--- src/rtl/acr_pkg.sv ---
package acr_pkg;

  localparam int MAX_DBITS = 8;

  typedef enum logic [2:0] {
    S_IDLE, S_START, S_DATA, S_PAR, S_STOP, S_HOLD
  } rx_state_t;

  typedef struct packed {
    logic [MAX_DBITS-1:0] data;
    logic                 frm_err;
    logic                 par_err;
  } rx_char_t;

  function automatic int unsigned data_len(input logic [1:0] code);
    return 5 + int'(code);
  endfunction

  // bits per character after the start bit: data + parity + stop
  function automatic int unsigned char_len(input logic [1:0] code,
                                           input logic par_en,
                                           input logic two_stop);
    return data_len(code) + (par_en ? 1 : 0) + (two_stop ? 2 : 1);
  endfunction

  function automatic int unsigned zero_limit(input logic [1:0] code,
                                             input logic par_en,
                                             input logic two_stop);
    return 2 * char_len(code, par_en, two_stop) + 3;
  endfunction

endpackage

--- src/rtl/rx_bit_sampler.sv ---
module rx_bit_sampler
  import acr_pkg::*;
#(
  parameter int OSR = 16
) (
  input  logic     clk,
  input  logic     rst_n,
  input  logic     tick,
  input  logic     line,
  input  logic [1:0] cfg_dbits,
  input  logic     par_en,
  input  logic     par_odd,
  input  logic     two_stop,
  output logic     bit_valid,
  output logic     bit_val,
  output logic     char_done,
  output logic     all_zero,
  output rx_char_t char_out
);
  localparam int PH_W = $clog2(OSR);
  localparam logic [PH_W-1:0] PH_HALF = PH_W'(OSR/2 - 1);
  localparam logic [PH_W-1:0] PH_LAST = PH_W'(OSR - 1);

  rx_state_t             state;
  logic [PH_W-1:0]       ph;
  logic [2:0]            idx;
  logic [MAX_DBITS-1:0]  shreg;
  logic                  par_acc, par_bad, stop_bad, any_one;

  logic       at_mid;
  logic [2:0] last_idx;
  logic       stop_bad_n, any_n;

  assign at_mid     = (ph == PH_LAST);
  assign last_idx   = 3'(data_len(cfg_dbits) - 1);
  assign stop_bad_n = stop_bad | ~line;
  assign any_n      = any_one | line;

  always_ff @(posedge clk or negedge rst_n) begin
    if (!rst_n) begin
      state     <= S_IDLE;
      ph        <= '0;
      idx       <= '0;
      shreg     <= '0;
      par_acc   <= 1'b0;
      par_bad   <= 1'b0;
      stop_bad  <= 1'b0;
      any_one   <= 1'b0;
      bit_valid <= 1'b0;
      bit_val   <= 1'b0;
      char_done <= 1'b0;
      all_zero  <= 1'b0;
      char_out  <= '0;
    end else begin
      bit_valid <= 1'b0;
      char_done <= 1'b0;
      if (tick) begin
        unique case (state)
          S_IDLE: begin
            if (!line) begin
              state <= S_START;
              ph    <= '0;
            end
          end
          S_START: begin
            if (ph == PH_HALF) begin
              ph <= '0;
              if (!line) begin
                state     <= S_DATA;
                idx       <= '0;
                shreg     <= '0;
                par_acc   <= par_odd;
                par_bad   <= 1'b0;
                stop_bad  <= 1'b0;
                any_one   <= 1'b0;
                bit_valid <= 1'b1;
                bit_val   <= 1'b0;
              end else begin
                state <= S_IDLE;
              end
            end else begin
              ph <= ph + 1'b1;
            end
          end
          S_DATA: begin
            if (at_mid) begin
              ph         <= '0;
              shreg[idx] <= line;
              par_acc    <= par_acc ^ line;
              any_one    <= any_n;
              bit_valid  <= 1'b1;
              bit_val    <= line;
              if (idx == last_idx) begin
                state <= par_en ? S_PAR : S_STOP;
                idx   <= '0;
              end else begin
                idx <= idx + 1'b1;
              end
            end else begin
              ph <= ph + 1'b1;
            end
          end
          S_PAR: begin
            if (at_mid) begin
              ph        <= '0;
              par_bad   <= par_acc ^ line;
              any_one   <= any_n;
              bit_valid <= 1'b1;
              bit_val   <= line;
              state     <= S_STOP;
            end else begin
              ph <= ph + 1'b1;
            end
          end
          S_STOP: begin
            if (at_mid) begin
              ph        <= '0;
              bit_valid <= 1'b1;
              bit_val   <= line;
              if (two_stop && idx == 3'd0) begin
                idx      <= 3'd1;
                stop_bad <= stop_bad_n;
                any_one  <= any_n;
              end else begin
                char_done        <= 1'b1;
                char_out.data    <= shreg;
                char_out.frm_err <= stop_bad_n;
                char_out.par_err <= par_bad;
                all_zero         <= ~any_n;
                state            <= any_n ? S_IDLE : S_HOLD;
              end
            end else begin
              ph <= ph + 1'b1;
            end
          end
          S_HOLD: begin
            if (line) begin
              state     <= S_IDLE;
              bit_valid <= 1'b1;
              bit_val   <= 1'b1;
            end else if (at_mid) begin
              ph        <= '0;
              bit_valid <= 1'b1;
              bit_val   <= 1'b0;
            end else begin
              ph <= ph + 1'b1;
            end
          end
          default: state <= S_IDLE;
        endcase
      end
    end
  end

  AST_HOLD_NO_START: assert property (@(posedge clk) disable iff (!rst_n)
    state == S_HOLD |=> (state == S_HOLD || state == S_IDLE));
  AST_FALSE_START: assert property (@(posedge clk) disable iff (!rst_n)
    (state == S_START && tick && ph == PH_HALF && line) |=> state == S_IDLE);

endmodule

--- src/rtl/rx_hold_regs.sv ---
module rx_hold_regs
  import acr_pkg::*;
(
  input  logic                 clk,
  input  logic                 rst_n,
  input  logic                 char_done,
  input  rx_char_t             char_in,
  input  logic                 host_rd,
  output logic                 copy_en,
  output logic [MAX_DBITS-1:0] rx_data,
  output logic                 data_ready,
  output logic                 overflow,
  output logic                 framing_err,
  output logic                 parity_err
);
  rx_char_t hold_q;
  logic     hold_full;

  assign copy_en = hold_full;

  always_ff @(posedge clk or negedge rst_n) begin
    if (!rst_n) begin
      hold_q    <= '0;
      hold_full <= 1'b0;
    end else begin
      hold_full <= char_done;
      if (char_done) hold_q <= char_in;
    end
  end

  always_ff @(posedge clk or negedge rst_n) begin
    if (!rst_n) begin
      rx_data     <= '0;
      data_ready  <= 1'b0;
      overflow    <= 1'b0;
      framing_err <= 1'b0;
      parity_err  <= 1'b0;
    end else if (hold_full) begin
      rx_data     <= hold_q.data;
      data_ready  <= 1'b1;
      overflow    <= data_ready & ~host_rd;
      framing_err <= (framing_err & ~host_rd) | hold_q.frm_err;
      parity_err  <= (parity_err & ~host_rd) | hold_q.par_err;
    end else if (host_rd) begin
      data_ready  <= 1'b0;
      overflow    <= 1'b0;
      framing_err <= 1'b0;
      parity_err  <= 1'b0;
    end
  end

  AST_COPY_SETS_READY: assert property (@(posedge clk) disable iff (!rst_n)
    copy_en |=> data_ready);
  AST_OVF_NEEDS_READY: assert property (@(posedge clk) disable iff (!rst_n)
    $rose(overflow) |-> $past(data_ready));
  AST_READ_CLEARS: assert property (@(posedge clk) disable iff (!rst_n)
    (host_rd && !copy_en) |=> !(data_ready || overflow || framing_err || parity_err));

endmodule

--- src/rtl/rx_zero_run.sv ---
module rx_zero_run #(
  parameter int CNT_W = 5
) (
  input  logic             clk,
  input  logic             rst_n,
  input  logic             bit_valid,
  input  logic             bit_val,
  input  logic [CNT_W-1:0] limit,
  output logic             zeros_detect
);
  localparam logic [CNT_W-1:0] CNT_MAX = '1;

  logic [CNT_W-1:0] run_cnt;

  always_ff @(posedge clk or negedge rst_n) begin
    if (!rst_n) run_cnt <= '0;
    else if (bit_valid) begin
      if (bit_val) run_cnt <= '0;
      else if (run_cnt != CNT_MAX) run_cnt <= run_cnt + 1'b1;
    end
  end

  assign zeros_detect = (run_cnt > limit);

  AST_ONE_CLEARS_RUN: assert property (@(posedge clk) disable iff (!rst_n)
    (bit_valid && bit_val) |=> !zeros_detect);

endmodule

--- src/rtl/async_char_rx.sv ---
module async_char_rx
  import acr_pkg::*;
#(
  parameter int OSR   = 16,
  parameter int CNT_W = 5
) (
  input  logic       clk,
  input  logic       rst_n,
  input  logic       sample_tick,
  input  logic       rx_line,
  input  logic [1:0] cfg_dbits,
  input  logic       cfg_par_en,
  input  logic       cfg_par_odd,
  input  logic       cfg_two_stop,
  input  logic       host_rd,
  output logic [7:0] rx_data,
  output logic       data_ready,
  output logic       overflow,
  output logic       framing_err,
  output logic       parity_err,
  output logic       zeros_detect
);
  logic             bit_valid, bit_val, char_done, all_zero, copy_en;
  rx_char_t         char_w;
  logic [CNT_W-1:0] run_limit;

  assign run_limit = CNT_W'(zero_limit(cfg_dbits, cfg_par_en, cfg_two_stop));

  rx_bit_sampler #(.OSR(OSR)) sampler_i (
    .clk(clk), .rst_n(rst_n), .tick(sample_tick), .line(rx_line),
    .cfg_dbits(cfg_dbits), .par_en(cfg_par_en), .par_odd(cfg_par_odd),
    .two_stop(cfg_two_stop), .bit_valid(bit_valid), .bit_val(bit_val),
    .char_done(char_done), .all_zero(all_zero), .char_out(char_w)
  );

  rx_hold_regs regs_i (
    .clk(clk), .rst_n(rst_n), .char_done(char_done), .char_in(char_w),
    .host_rd(host_rd), .copy_en(copy_en), .rx_data(rx_data),
    .data_ready(data_ready), .overflow(overflow),
    .framing_err(framing_err), .parity_err(parity_err)
  );

  rx_zero_run #(.CNT_W(CNT_W)) zrun_i (
    .clk(clk), .rst_n(rst_n), .bit_valid(bit_valid), .bit_val(bit_val),
    .limit(run_limit), .zeros_detect(zeros_detect)
  );

  AST_ALLZERO_FRAMES: assert property (@(posedge clk) disable iff (!rst_n)
    (char_done && all_zero) ##1 copy_en |=> framing_err);

endmodule

--- config.mk ---
export PLATFORM = sky130hd
export DESIGN_NAME = async_char_rx
export DESIGN_NICKNAME = d
export VERILOG_FILES = /design/src/rtl/acr_pkg.sv /design/src/rtl/rx_bit_sampler.sv /design/src/rtl/rx_hold_regs.sv /design/src/rtl/rx_zero_run.sv /design/src/rtl/async_char_rx.sv
export SDC_FILE = /design/constraint.sdc
export NUM_CORES = 1
export LEC_CHECK = 0
export BUFFER_PORTS_ARGS = -buffer_cell sky130_fd_sc_hd__buf_2
export CAP_MARGIN = 20
export CORE_MARGIN = 1.5
export CORE_UTILIZATION = 55
export DETAILED_ROUTE_END_ITERATION = 16
export PLACE_DENSITY_LB_ADDON = 0.15
export SETUP_SLACK_MARGIN = 0.02
export SYNTH_ARGS = -nofsm -noshare
export SYNTH_HDL_FRONTEND = slang
export SYNTH_SLANG_ARGS = --single-unit
export TNS_END_PERCENT = 50
--- constraint.sdc ---
create_clock -name clk -period 3.1 [get_ports clk]
set_input_delay 0.155 -clock clk [delete_from_list [all_inputs] [get_ports clk]]
set_output_delay 0.155 -clock clk [all_outputs]
set_load 0.02 [all_outputs]
* Yosys cells after proc, flatten, opt, wreduce, memory -nomap -nowiden *
Cells that the tools add are included.

word-level totals
  register bits = 63
  bits in latches = 0
  RAM bits = 0
  memory bits (read-only) = 0
  input bits = 10
  output and inout bits = 13
  logic and storage cells = 162
  memories kept = 0

operators by class
  add/subtract/negate cells = 8
  multiply operators = 0
  divide/modulo/power cells = 0
  magnitude comparators = 3
  equal/unequal tests = 23
  shift operators = 0
  multiplexer cells = 68
  bitwise operators = 11
  reductions and logical operators = 25

operator list
  operator                                                               number
  3-bit 2-to-1 mux                                                       16
  1-bit 2-to-1 mux                                                       29
  8-bit 2-to-1 mux                                                       3
  3-bit case mux with 6 select lines                                     1
  4-bit 2-to-1 mux                                                       4
  2-bit by 1-bit != test with 1-bit output, second input constant        8
  4-bit case mux with 4 select lines                                     1
  8-bit case mux with 2 select lines                                     1
  7-bit AND reduction                                                    2
  6-bit AND reduction                                                    2
  5-bit 2-to-1 mux                                                       2
  2-bit != test, second input constant                                   5
  5-bit AND reduction                                                    2
  2-bit nonzero test                                                     5
  1-bit case mux with 3 select lines                                     3
  3-bit case mux with 3 select lines                                     1
  9-bit AND reduction                                                    1
  3-bit nonzero test                                                     3
  8-bit bitwise mux                                                      1
  4-bit AND reduction                                                    2
  3-bit by 2-bit equality test with 1-bit output, second input constant  2
  3-bit equality test, second input constant                             2
  3-bit zero test                                                        2
  1-bit case mux with 2 select lines                                     3
  other kinds (28)                                                       37

* Logic depth before layout (Yosys ltp) *
Gate-level depths: netlist of the first run.

  depth after elaboration = 7
  gate-level depth with buffers = 10
  depth with buffers taken out = 10

* By module *
A second synthesis of the first run with hierarchy kept.

second synthesis, totals
  cells, all modules = 339
  area, all modules = 3653.5 sq um

by module, submodules not included
  module          times used  cells an instance  area an instance (sq um)  seq. area each (sq um)
  rx_bit_sampler  1           219                2148.3                    900.9
  rx_hold_regs    1           49                 867.1                     575.6
  rx_zero_run     1           46                 416.6                     125.1
  async_char_rx   1           25                 221.5                     0.0

* Worst setup path after synthesis of the first run *
Ideal clock, no wire load.

  kind = input to output
  from = input port cfg_dbits[0]
  to = output port zeros_detect
  data arrival time = 2.417 ns
  data required time = 2.945 ns
  path slack = 0.528 ns
  stages on the path = 10
  buffers on the path = 0
  cells stage by stage = inv_1 > fa_1 > fa_1 > ha_1 > xnor2_1 > xnor2_1 > ha_1 > a21o_1 > a21oi_1 > a31oi_1

between the ends
  longest elaborated chain between the ends = 5

ends and longest elaborated chain
  element                                 RTL line             source
  from (decl)                             async_char_rx.sv:11  input logic [1:0] cfg_dbits,
  3-bit by 2-bit adder with 4-bit output  -
  4-bit by 1-bit adder with 4-bit output  acr_pkg.sv:23        return data_len(code) + (par_en ? 1 : 0) + (two_stop ? 2 : 1);
  4-bit by 2-bit adder with 4-bit output  acr_pkg.sv:23
  5-bit by 2-bit adder with 5-bit output  acr_pkg.sv:29        return 2 * char_len(code, par_en, two_stop) + 3;
  5-bit > comparator                      rx_zero_run.sv:23    assign zeros_detect = (run_cnt > limit);
  to (decl)                               async_char_rx.sv:21  output logic zeros_detect

Every way passes these cells.

* Final worst setup path of the first run *
Same ends and word-level chain as after synthesis.

==> results of run 1 <==
[layout make-up]
type,instances,area (um^2),share of cell area (%)
Clock buffer,10,138,3.73
Timing Repair Buffer,27,153,4.14
Sequential cell,63,1580,42.7
Tap cell,75,93.8,2.54
Clock inverter,6,92.6,2.51
Inverter,20,75.1,2.03
Multi-Input combinational cell,217,1560,42.3
[per-layer routing]
| metal | wire length, um | up-vias |
|---|---|---|
| li1 | - | 1199 |
| met1 | 3250 | 1225 |
| met2 | 2860 | 50 |
| met3 | 211 | 11 |
| met4 | 130 | 0 |
| met5 | 0 | - |
[worst paths after layout]
path | startpoint | endpoint | slack [ns] | depth (start not counted)
max | cfg_dbits[0] | zeros_detect | 0.34 | 12
min | sample_tick | sampler_i.bit_valid | 0.18 | 3
max reg2reg | sampler_i.idx[0] | sampler_i.char_out[4] | 0.64 | 5
min reg2reg | sampler_i.shreg[6] | sampler_i.char_out[8] | 0.48 | 1
max in group asynchronous | rst_n | regs_i.rx_data[7] | 1.96 | 3
min in group asynchronous | rst_n | sampler_i.idx[1] | 0.43 | 2
[state kept, by name (all words and copies together) (netlist names), 3 cells and up]
| name | cells |
|---|---|
| regs_i.hold_q | 10 |
| sampler_i.state | 3 |
| sampler_i.ph | 4 |
| sampler_i.shreg | 8 |
| zrun_i.run_cnt | 5 |
| regs_i.rx_data | 8 |
| sampler_i.idx | 3 |
| sampler_i.char_out | 10 |
[what timing repair did]
action | in CTS | in global routing
hold buffers | 2 | 0
endpoints found under the hold margin | 34 | 0
setup buffers | 0 | 0
[power by group]
group          switching [W]  internal, W  leakage (nW)  total [W]
Sequential          0.000172     0.000882         0.863    0.00105
Combinational       0.000337     0.000262         0.799   0.000599
Clock               0.000335     0.000478         0.109   0.000813
[critical path, cell delays in order]
cell	delay, ns
buf_2	0.11
inv_1	0.06
fa_1	0.46
fa_1	0.51
ha_1	0.30
inv_1	0.04
ha_1	0.30
a21o_1	0.17
a21o_1	0.17
a21oi_1	0.14
a31oi_1	0.05
buf_2	0.16
[layout by cell type, fill, tap and decap left out, drive strengths merged, types with 3 or more instances in the layout]
cell type and instances:
dfrtp 63, a31oi 8, nor3b 4, and3 4
mux2 27, a21oi 29, nor2b 3, clkinv 3
buf 25, nand3b 3, nand2b 4, mux2i 4
nor2 13, inv 19, o21ai 24, nor3 4
nand4 3, xnor2 4, clkbuf 10, a21o 3
nand2 19, nand3 7, ha 12, a22o 4
o22ai 9, o31ai 3
[stage by stage]
step,total power [W],hold WS (ns),instance area (um^2)
after global routing,0.00263,0.195,3690
final,0.00247,0.179,3690
after global placement,0.00164,0.279,3440
after floorplan,0.00152,-0.141,3300
after CTS,0.00248,0.161,3690
after detailed placement,0.00166,0.280,3440
[logic make-up after synthesis]
| logic type | count (synthesis) | synth area share, % |
|---|---|---|
| and+or+nand+nor | 76 | 12.8 |
| adders and majority gates | 14 | 5.77 |
| DFF | 63 | 47.8 |
| xor gates and xnor gates | 4 | 1.06 |
| buffers and inverters | 38 | 4.75 |
| muxes | 31 | 10.4 |
| AOI/OAI and AO/OA | 92 | 17.4 |
==> key figures, run 1 <==
Status
  – Run status: finished, final reports clean

Detailed routing
  – Drt via density: 5.94
  – DRC errors left: 0
  – DR pass1 iterations: 4
  – Post-DRT Antenna Nets: 0
  – Drt wl/cell: 15.4 um
  – DR vias: 2485
  – 1st-iter DRT viols: 118
  – Final WL: 6.46 mm

Synthesis
  – Synth top area share: 47.8%
  – Synth async-reset ratio: 100%
  – Synth top area cells: dfrtp_1 48%, mux2_2 7.2%, ha_1 4.6%
  – Yosys cell types: 54
  – Sequential area share after synthesis: 47.8%
  – Average cell area after synthesis: 10.4 um^2
  – Commonest cells in the netlist: 63 x dfrtp_1, 28 x a21oi_1, 22 x o21ai_0
  – Syn_nets: 342
  – Post-synth top area cell: dfrtp_1
  – Ys Warns: 0
  – Synthesized cell area: 0.00330 mm^2
  – Cells after synthesis: 318
  – Synth Register Bits: 63
  – Most frequent cell after synthesis: dfrtp_1
  – Number of flops mapped to enable cells by yosys: 0
  – Top_reg_cell synth: dfrtp_1

Cells and area
  – Layout Cells excl Fill: 418
  – Layout cell share with drive strength beyond 1: 21.0%
  – Synth-to-layout area growth: 12.0%
  – Fillers: 485
  – Nets@finish: 362
  – ANT cells: 0
  – Final Util: 63.1%

Min path
  – HP Class: in -> reg

Critical path
  – Crit end category: primary output
  – Worst Path Class, Setup: in -> out
  – Worst path required time: 2.94 ns
  – Worst Setup Start Kind: primary input
  – Worst Path Max Fanout: 4
  – Crit path arrival time: 2.61 ns

Clock tree
  – Clock Pin Slew Worst Setup and Hold Paths: 0.07 ns
  – Post-CTS sizing: 0
  – Root Buffer Master: clkbuf_8
  – Worst skew pair latency: 0.35 ns
  – Clock buffer depth: 2
  – CTS tree: built
  – Num CTS Buffers: 9
  – H-tree levels: 3
  – Clock sinks: 63

Placement
  – Final GP Congestion: 0.840
  – Detailed Place HPWL: 4.39 mm
  – Setup WS pre-CTS: 0.323 ns
  – Port Buffer Count: 22
  – Dpl cells: 400

Timing
  – Maximum clock rate: 362 MHz
  – Max-slew violations: 0
  – Final WS setup: 0.338 ns
  – Setup TNS: 0 ns
  – Slew at the pin with the worst max-slew slack: 0.800 ns
  – Clk_skew: 0.0117 ns
  – Final number of hold-violating endpoints: 0
  – Max_slew headroom: 46.5%
  – Unrepaired setup endpoints after global routing: no
  – Endpoints failing setup: 0
  – Fin crit period: 2.76 ns
  – Period utilization: 89.1%

Global routing
  – Total Routing Usage GR: 22.2%
  – GR Layer Usage met1: 31.3%
  – Pin count of the biggest net entering global routing: 36
  – Initial antenna violation count: 0
  – Vias in the first global route: 2234
  – Global-route met3 utilization: 4.20%
  – Global-route wire length before repair: 10.8 mm
  – Busiest grt layer: met2
  – Grt ovf: 0
  – Met2 usage: 32.8%

Flow run
  – Max-cap viol count: 0

Floorplan
  – Initial core utilization: 56.3%
  – Die Ht: 80.4 um
  – Die area: 0.00647 mm^2
  – Core area: 0.00585 mm^2
  – I/O pin count: 23
  – # rows: 28
  – Die width: 80.4 um

Power and ir drop
  – Power per cell area: 668 mW/mm^2
  – P_leak: 1.77 nW
  – Max rail drop VDD: 0.000339 V
Note: power is estimated with default switching activity, not from simulation.
==> run 2, diff against run 1 <==
==> constraint.sdc (replaced) <==
create_clock -name clk -period 2.61 [get_ports clk]
set_input_delay 0.1305 -clock clk [delete_from_list [all_inputs] [get_ports clk]]
set_output_delay 0.1305 -clock clk [all_outputs]
set_load 0.02 [all_outputs]
==> run 2 against run 1 <==
Against the previous run:
- via count up 0.89%
- register-to-register slack worse by 0.25 ns
- die area unchanged
- core utilization up 2.5 points
- highest routed layer unchanged
- design area up 3.9%
- flip-flop and latch count unchanged
- critical endpoint unchanged
- combinational power up 38%
- clock-buffer cell count unchanged
- largest cell class is now multi-input gates
- first-iteration DRC count up 27%
==> key figures, run 2 (synthesis results as in run 1) <==
Critical path
  – Worst path required time: 2.48 ns (-0.46 ns)
  – Worst Path Max Fanout: 2 (-2)
  – CP peak stage delay: 0.62 ns (+0.11 ns)
  – Crit end category: primary output
  – CP Cell Sequence: buf_8 -> inv_4 -> fa_2 -> fa_2 -> ha_4 -> xnor2_2 -> xnor2_1 -> ha_1 -> buf_4 -> a31oi_1 -> buf_4
  – Delay-heaviest family, CP: adder cells
  – Slowest cell on the critical path: fa_2
  – CP bufs+invs: 4 (unchanged)
  – R2R setup slack: 0.39 ns (-0.25 ns)
  – RR Endpoint: zrun_i.run_cnt[3]
  – Crit path arrival time: 2.44 ns (-0.17 ns)
  – Worst Path Class, Setup: in -> out
  – Worst Setup Start Kind: primary input
  – Worst reg2reg startpoint: zrun_i.run_cnt[0]
  – Worst Reg2Reg Path Length in Cells: 7 (+2)

Placement
  – Detailed Place HPWL: 4.42 mm (+0.72%)
  – Final GP Congestion: 0.820 (-2.4%)
  – Dpl cells: 409 (+2.3%)
  – DP Area: 0.00352 mm^2 (+2.3%)
  – Setup WS pre-CTS: -0.0900 ns (-0.413 ns)
  – Port Buffer Count: 22 (unchanged)

Clock tree
  – H-tree levels: 3 (unchanged)
  – Clock Pin Slew Worst Setup and Hold Paths: 0.07 ns (about the same)
  – CTS tree: built
  – Clock buffer depth: 2 (unchanged)
  – Root Buffer Master: clkbuf_8
  – Num CTS Buffers: 9 (unchanged)
  – Worst skew pair latency: 0.35 ns (about the same)
  – Clock sinks: 63 (unchanged)

Timing
  – Max_slew headroom: 49.7% (+3.2 points)
  – Final number of hold-violating endpoints: 0 (unchanged)
  – Fin crit period: 2.57 ns
  – Maximum clock rate: 390 MHz
  – Clk_skew: 0.0114 ns (-0.000306 ns)
  – Slew at the pin with the worst max-slew slack: 0.755 ns (-0.0444 ns)
  – Final WS setup: 0.0445 ns (-0.294 ns)
  – Unrepaired setup endpoints after global routing: yes
  – Max-slew violations: 0 (unchanged)
  – Period utilization: 98.3%
  – Endpoints failing setup: 0 (unchanged)

Floorplan
  – Initial core utilization: 56.3% (unchanged)
  – Core area: 0.00585 mm^2 (unchanged)
  – Die width: 80.4 um (unchanged)
  – Die area: 0.00647 mm^2 (unchanged)
  – I/O pin count: 23 (unchanged)
  – Die Ht: 80.4 um (unchanged)
  – # rows: 28 (unchanged)

Power and ir drop
  – P_int: 0.00195 W (+20%)
  – P_leak: 1.83 nW (+3.4%)
  – Max rail drop VDD: 0.000586 V (+73%)
  – Switching portion of total power: 34.3% (+0.082 points)
  – Power per cell area: 773 mW/mm^2 (+16%)
  – Clock network fraction of total power: 31.5% (-1.5 points)
  – Comb power frac: 28.0% (+3.7 points)
  – Sequential power share: 40.5% (-2.2 points)
  – P_sw: 0.00102 W (+20%)

Detailed routing
  – Post-DRT Antenna Nets: 0 (unchanged)
  – 1st-iter DRT viols: 150 (+27%)
  – DRC errors left: 0 (unchanged)
  – Final WL: 6.64 mm (+2.9%)
  – DR pass1 iterations: 4 (unchanged)
  – DR vias: 2507 (+0.89%)
  – Drt wl/cell: 15.5 um (+0.46%)
  – Drt via density: 5.86 (-1.5%)

Min path
  – HP Class: in -> reg
  – Hold_sp: sample_tick
  – Hold Crit Depth: 3 (unchanged)
  – Worst Hold Path EP: sampler_i.bit_valid

Status
  – Run status: finished, final reports clean

Global routing
  – Grt ovf: 0 (unchanged)
  – Pin count of the biggest net entering global routing: 34 (-5.6%)
  – Total Routing Usage GR: 22.2% (about the same)
  – Global-route wire length before repair: 10.8 mm (-0.19%)
  – Initial antenna violation count: 0 (unchanged)
  – Vias in the first global route: 2290 (+2.5%)

Cells and area
  – Fillers: 456 (-6.0%)
  – Largest regs: regs_i.hold_q (10), sampler_i.char_out (10)
  – Most frequent cells in the layout: 63 x dfrtp_1, 27 x a21oi_1, 22 x o21ai_0
  – Final std cell area, no fill: 0.00383 mm^2 (+3.9%)
  – Layout Cells excl Fill: 428 (+2.4%)
  – Layout cell share with drive strength beyond 1: 25.5% (+4.5 points)
  – Synth-to-layout area growth: 16.4%
  – ANT cells: 0 (unchanged)
  – Commonest non-fill, non-tap cell in the layout: dfrtp_1
  – Nets@finish: 372 (+2.8%)

Flow run
  – Max-cap viol count: 0 (unchanged)
## run 2: cell type report
| cell class | instances | area [um^2] | share of cell area, % |
|---|---|---|---|
| multi-input combinational | 217 | 1620 | 42.2 |
| sequential | 63 | 1580 | 41.1 |
| timing repair buffer | 37 | 259 | 6.75 |
| clock buffer | 10 | 128 | 3.33 |
| tap | 75 | 93.8 | 2.45 |
| clock inverter | 6 | 83.8 | 2.19 |
| inverter | 20 | 77.6 | 2.02 |
## run 2: worst max-delay path by stage
stage	end	cells after the start	startpoint	slack, ns
3_5_place_dp	zeros_detect	12	cfg_dbits[0]	-0.09
3_3_place_gp	zeros_detect	12	cfg_dbits[0]	-0.02
6_report	zeros_detect	11	cfg_two_stop	0.04
2_1_floorplan	zeros_detect	10	cfg_dbits[0]	0.09
4_1_cts	zeros_detect	12	cfg_dbits[0]	0.03
5_1_grt	zeros_detect	12	cfg_two_stop	-0.01
## run 2: per-layer routing
| metal | part of all wire (%) | GRT usage (%) | wire length [um] |
|---|---|---|---|
| met1 | 49 | 30.2 | 3230 |
| met2 | 45 | 33.7 | 3010 |
| met5 | 0 | 0 | 0 |
| met3 | 4.3 | 6.02 | 284 |
| met4 | 1.7 | 8.45 | 110 |
## run 2: metrics by stage
step           power, W  hold WS (ns)  util, %  TNS [ns]
2_1_floorplan   0.00180        -0.165        -         0
3_3_place_gp    0.00198         0.239     60.2   -0.0241
3_5_place_dp    0.00200         0.246     60.2   -0.0900
4_1_cts         0.00295         0.150     65.0         0
5_1_grt         0.00314         0.193     65.5   -0.0141
6_report        0.00296         0.148     65.5         0
## run 2: worst reg2reg max path, cell delays in order (launching register included)
cell and delay, ns:
dfrtp_1 0.43, ha_1 0.23, and3_1 0.18, ha_1 0.28, or4_1 0.59, nor3b_1 0.24, a21oi_1 0.07, o22ai_1 0.13
## run 2: timing repair
item	4_1_cts	5_1_grt
buffers inserted	1	0
hold buffers	2	0
pin swaps	9	6
gates resized for setup	7	8
setup endpoints to repair	1	1
hold endpoints to repair	33	0
## run 2: power by group through the flow
stage / Sequential (W) / Clock (W) / Combinational [W]
2_1_floorplan: 0.00112 / 0 / 0.000684
3_3_place_gp: 0.00122 / 0 / 0.000765
3_5_place_dp: 0.00121 / 0 / 0.000781
4_1_cts: 0.00120 / 0.000937 / 0.000816
5_1_grt: 0.00122 / 0.000985 / 0.000936
6_report: 0.00120 / 0.000935 / 0.000829
